## src/rtl/bpwm_pkg.sv

```systemverilog
package bpwm_pkg;
    typedef enum logic [1:0] {
        PH_HOLD = 2'd0,
        PH_HIGH = 2'd1,
        PH_LOW  = 2'd2
    } phase_e;
endpackage

```

## src/rtl/bpwm_buffer.sv

```systemverilog
// Staging register plus working register for one programmed value.
module bpwm_buffer #(
    parameter int          W       = 16,
    parameter logic [W-1:0] RST_VAL = '0
) (
    input  logic         clk,
    input  logic         rst,
    input  logic         wr,
    input  logic [W-1:0] din,
    input  logic         load,
    output logic [W-1:0] staged,
    output logic [W-1:0] active
);
    always_ff @(posedge clk) begin
        if (rst) begin
            staged <= RST_VAL;
            active <= RST_VAL;
        end else begin
            // working copy takes the staged value held before this edge
            if (load) active <= staged;
            if (wr)   staged <= din;
        end
    end
endmodule

```

## src/rtl/bpwm_counter.sv

```systemverilog
module bpwm_counter #(
    parameter int W = 16
) (
    input  logic         clk,
    input  logic         rst,
    input  logic         restart,
    output logic [W-1:0] count
);
    always_ff @(posedge clk) begin
        if (rst || restart) count <= '0;
        else                count <= count + 1'b1;
    end
endmodule

```

## src/rtl/bpwm_phase.sv

```systemverilog
module bpwm_phase
    import bpwm_pkg::*;
#(
    parameter int W = 16
) (
    input  logic         clk,
    input  logic         rst,
    input  logic         boundary,
    input  logic [W-1:0] next_cmp,
    input  logic [W-1:0] count,
    input  logic [W-1:0] act_cmp,
    output logic         pwm,
    output logic         strobe,
    output logic         holding
);
    localparam int XW = W + 1;

    phase_e state, nxt;
    logic   strobe_q;
    logic   fall_hit;
    phase_e start_sel;

    assign fall_hit  = ({1'b0, count} + XW'(1)) == {1'b0, act_cmp};
    assign start_sel = (next_cmp != '0) ? PH_HIGH : PH_LOW;

    always_comb begin
        nxt = state;
        unique case (state)
            PH_HOLD: nxt = start_sel;
            PH_HIGH: begin
                if (boundary)      nxt = start_sel;
                else if (fall_hit) nxt = PH_LOW;
            end
            PH_LOW: begin
                if (boundary) nxt = start_sel;
            end
            default: nxt = PH_HOLD;
        endcase
    end

    // state register
    always_ff @(posedge clk) begin
        if (rst) state <= PH_HOLD;
        else     state <= nxt;
    end

    // outputs
    always_ff @(posedge clk) begin
        if (rst) strobe_q <= 1'b0;
        else     strobe_q <= boundary;
    end

    assign pwm     = (state == PH_HIGH);
    assign holding = (state == PH_HOLD);
    assign strobe  = strobe_q;
endmodule

```

## src/rtl/bpwm_top.sv

```systemverilog
module bpwm_top #(
    parameter int CNT_W = 16
) (
    input  logic             clk,
    input  logic             rst,
    input  logic             per_wr,
    input  logic [CNT_W-1:0] per_in,
    input  logic             cmp_wr,
    input  logic [CNT_W-1:0] cmp_in,
    output logic             pwm_out,
    output logic             frame_start
);
    localparam logic [CNT_W-1:0] PER_DEFAULT = '1;
    localparam logic [CNT_W-1:0] CMP_DEFAULT = '0;

    logic [CNT_W-1:0] cnt_q;
    logic [CNT_W-1:0] per_staged, act_per;
    logic [CNT_W-1:0] cmp_staged, act_cmp;
    logic             holding;
    logic             boundary;

    assign boundary = holding || (cnt_q == act_per);

    bpwm_buffer #(.W(CNT_W), .RST_VAL(PER_DEFAULT)) u_per (
        .clk(clk), .rst(rst), .wr(per_wr), .din(per_in),
        .load(boundary), .staged(per_staged), .active(act_per)
    );

    bpwm_buffer #(.W(CNT_W), .RST_VAL(CMP_DEFAULT)) u_cmp (
        .clk(clk), .rst(rst), .wr(cmp_wr), .din(cmp_in),
        .load(boundary), .staged(cmp_staged), .active(act_cmp)
    );

    bpwm_counter #(.W(CNT_W)) u_cnt (
        .clk(clk), .rst(rst), .restart(boundary), .count(cnt_q)
    );

    bpwm_phase #(.W(CNT_W)) u_phase (
        .clk(clk), .rst(rst), .boundary(boundary), .next_cmp(cmp_staged),
        .count(cnt_q), .act_cmp(act_cmp), .pwm(pwm_out),
        .strobe(frame_start), .holding(holding)
    );
endmodule

```

## config.mk

```make
export PLATFORM = sky130hd
export DESIGN_NAME = bpwm_top
export DESIGN_NICKNAME = d
export VERILOG_FILES = /design/src/rtl/bpwm_pkg.sv /design/src/rtl/bpwm_buffer.sv /design/src/rtl/bpwm_counter.sv /design/src/rtl/bpwm_phase.sv /design/src/rtl/bpwm_top.sv
export SDC_FILE = /design/constraint.sdc
export NUM_CORES = 1
export LEC_CHECK = 0
export BUFFER_PORTS_ARGS = -buffer_cell sky130_fd_sc_hd__buf_2
export CAP_MARGIN = 0
export CORE_MARGIN = 1
export CORE_UTILIZATION = 55
export DETAILED_ROUTE_END_ITERATION = 10
export HOLD_SLACK_MARGIN = 0.02
export PLACE_DENSITY_LB_ADDON = 0.3
export SYNTH_ARGS = -nofsm -noshare
export SYNTH_HDL_FRONTEND = slang
export SYNTH_HIERARCHICAL = 1
export SYNTH_SLANG_ARGS = --single-unit
```

## constraint.sdc

```tcl
create_clock -name clk -period 2.5 [get_ports clk]
set_input_delay 0.5 -clock clk [delete_from_list [all_inputs] [get_ports clk]]
set_output_delay 0.5 -clock clk [all_outputs]
set_load 0.005 [all_outputs]
```

==> out/summary.txt <==
Share of layout cells above drive strength 1: 17.83%
Critical Path RT: 2750 ps
Fin crit share: 91.30%
MaxCap Viol Count: 0
Final net count: 493
WS Path Type: register to register
Critical path origin: u_cnt/count[1]
Die area: 7639 um2
FFs w/ async S/R, synth: 0%
Gr ovfl total: 0
GRT Total Usage: 23.42%
Reg clk slew, reported paths: 90 ps
Ant diodes: 0
Final setup viols: 0
Seq cells post-synth: 83
RSZ-0062 raised after global routing: no
CTS tree: done
# Post-CTS Setup Buffers: 0
Clock Tree Buf Depth: 2
Number of synthesis warnings: 6
Largest net degree at the start of global routing: 43
Worst Setup EP: u_phase/state[0]
CP endpoint kind: register
Remaining routing DRC violations: 0
Filler cell count: 588
CTS hold repair buffers: 0
Mapped Cells: 412
Vias in the first global route: 2,858
Number of iterations in the first detailed-routing pass: 4
Port Buffer Count: 37
Hpwl dp: 6036 um
Via-to-Cell Ratio: 5.617
Final ANT Viol Nets: 0
CTS Buf Count: 9
WHS Path Cells: 2
Worst-Skew Late Latency: 350 ps
Max Fclk: 438.1 MHz
CTS Root Cell: clkbuf_8
DRT iter0 DRCs: 209
Total core area: 6907 um2
DIE HEIGHT: 87.40 um
# rows: 30
CP max FO: 7
Layout Skew: 8.364 ps
Min Clock Period, post-route: 2283 ps
Ys flop type: dfxtp_1
Post-synth net total: 450
Seq/Total Area, Yosys: 41.42%
H-Tree Depth: 3
Routed WL: 8596 um
Leakage: 1.761 nW
R2R depth: 7
Slew margin rel.: 65.42%
Total number of vias: 3,123
Type of origin of the critical path: register
Reg2reg start: u_cnt/count[1]
Area Overhead vs Synth: 12.01%
DR WL/cell: 15.46 um
Initial antenna violation count: 0
Fin util: 65.05%
Worst EP arrival: 2530 ps
Worst hold slack: 344.5 ps
Fin. Hold Viols: 0
First-pass GRT wire length: 13,770 um
Non-Filler Instances: 556
Synthesized cell area: 4011 um2
Worst Hold Class: input pin to register
Slew Limit Fails: 0
EDFF count, synth: 0
Starting density of the core: 58.08%
Peak VDD IR: 0.0004317 V
R2R Path End: u_phase/state[0]
R2R Setup Slk: 220 ps
Final setup TNS: 0 ps
Slew @ Worst Pin: 516.8 ps
Unique masters post-synth: 52
Die extent in x: 87.40 um
Status: finished, final reports clean
Pwr Density: 797.9 nW/um2
Mean Syn Cell Area: 9.736 um2
Ports: 38
Resized Gates After CTS: 0
Overall Power: 3.585 mW
Num Clock Sinks: 83
Placed cell count: 540
Routability Congestion: 0.9168
==> worst max-delay path, stage by stage (launching register included) <==
cell and delay (ps):
dfxtp_1 460, ha_1 260, nand2_1 170, or3_1 410, or4_4 420, a21oi_2 180
o211ai_1 100, o21a_1 190
==> area by class of cell <==
cell class | instances | area [um2] | share of cell area (%)
sequential | 83 | 1662 | 36.98
tap | 96 | 120.1 | 2.673
clock buffer | 11 | 151.4 | 3.370
timing repair buffer | 50 | 282.8 | 6.294
clock inverter | 5 | 83.83 | 1.866
multi-input combinational | 307 | 2178 | 48.48
inverter | 4 | 15.01 | 0.3342
==> cells in the mapped netlist (2+ instances only) <==
| cell | count | share of area (%) |
|---|---|---|
| dfxtp_1 | 83 | 41 |
| nor2_1 | 42 | 3.9 |
| mux2i_1 | 37 | 9.2 |
| nor2b_1 | 34 | 5.3 |
| a211o_1 | 32 | 7.0 |
| xor2_1 | 25 | 5.5 |
| nand2_1 | 13 | 1.2 |
| nor4_1 | 13 | 2.0 |
| xnor2_1 | 13 | 2.8 |
| a21oi_1 | 11 | 1.4 |
| o21ai_0 | 7 | 0.87 |
| buf_6 | 6 | 1.7 |
| nand3_1 | 6 | 0.75 |
| nand4_1 | 6 | 0.94 |
| nor3_1 | 6 | 0.75 |
| or3_1 | 6 | 0.94 |
| nand2b_1 | 5 | 0.78 |
| a211oi_1 | 4 | 0.75 |
| buf_2 | 4 | 0.50 |
| clkbuf_1 | 4 | 0.37 |
| inv_1 | 4 | 0.37 |
| o211ai_1 | 4 | 0.75 |
| o31ai_1 | 4 | 0.75 |
| or4_1 | 4 | 0.75 |
| o21a_1 | 3 | 0.56 |
| a32oi_1 | 2 | 0.44 |
| and3_1 | 2 | 0.31 |
| buf_12 | 2 | 1.0 |
| buf_4 | 2 | 0.37 |
| ha_1 | 2 | 0.62 |
| nand3_4 | 2 | 0.87 |
| o31a_2 | 2 | 0.50 |
| or2_2 | 2 | 0.31 |
| or2b_2 | 2 | 0.44 |
==> power by group <==
| group | switching (mW) | internal [mW] | total [mW] |
|---|---|---|---|
| sequential | 0.135 | 1.49 | 1.62 |
| combinational | 0.442 | 0.416 | 0.858 |
| clock | 0.485 | 0.621 | 1.11 |
==> cells by family (layout without fill, tap and decap cells) <==
family                     after synthesis  after routing  share of synthesized area (%)
adders and majority gates                2              2                         0.6237
AOI/OAI and AO/OA                       74             74                          13.97
buffers and inverters                   22             70                          4.304
xor gates and xnor gates                38             38                          8.297
DFF                                     83             83                          41.42
and+or+nand+nor                        155            155                          21.87
muxes                                   38             38                          9.514
==> worst min path at each step <==
stage                startpoint                to  slack, ps
6_report             per_in[13]  u_per/staged[13]        340
5_1_grt              per_in[13]  u_per/staged[13]        340
4_1_cts              per_in[13]  u_per/staged[13]        340
3_5_place_dp    u_per/staged[1]   u_per/active[1]        450
3_3_place_gp    u_per/staged[4]   u_per/active[4]        440
2_1_floorplan  u_per/staged[15]  u_per/active[15]        430
==> cells in the final DEF, fill, tap and decap left out, drive strengths merged, types with 2 or more instances in the layout <==
| cell | Yosys | routed |
|---|---|---|
| o211ai | 4 | 4 |
| xnor2 | 13 | 13 |
| nor3 | 6 | 6 |
| mux2i | 37 | 37 |
| nand3 | 9 | 9 |
| nor2 | 42 | 42 |
| buf | 14 | 50 |
| bufinv | 0 | 2 |
| o31a | 2 | 2 |
| a32oi | 2 | 2 |
| inv | 4 | 5 |
| a21oi | 12 | 12 |
| nor4 | 13 | 13 |
| and3 | 2 | 2 |
| a211oi | 4 | 4 |
| dfxtp | 83 | 83 |
| or2b | 2 | 2 |
| a211o | 32 | 32 |
| ha | 2 | 2 |
| o21a | 3 | 3 |
| and2b | 2 | 2 |
| nand4 | 7 | 7 |
| nand2 | 13 | 13 |
| nor2b | 34 | 34 |
| clkbuf | 4 | 11 |
| or2 | 3 | 3 |
| or4 | 5 | 5 |
| o31ai | 4 | 4 |
| or3 | 7 | 7 |
| clkinvlp | 0 | 2 |
| nand2b | 5 | 5 |
| xor2 | 25 | 25 |
| o21ai | 8 | 8 |
==> metal layers <==
layer	global-route usage, %	wire length (um)	part of all wire, %
met1	31.44	3982	46
met2	38.42	4085	48
met3	4.550	415	4.8
met4	6.408	113	1.3
met5	0	0	0
==> per-stage QoR <==
step,instance area (um2),worst slack (ps)
finish,4493,217.5
global route,4493,72.06
CTS,4493,244.3
detailed placement,4258,265.8
global placement,4258,323.5
floorplan,4011,364.6
==> flip-flops by register name (all words and copies together) (netlist names) <==
| signal | count |
|---|---|
| u_cmp/active | 16 |
| u_cmp/staged | 16 |
| u_cnt/count | 16 |
| u_per/active | 16 |
| u_per/staged | 16 |
| u_phase/state | 2 |
| u_phase/strobe | 1 |
(Power assumes the default switching activity.)
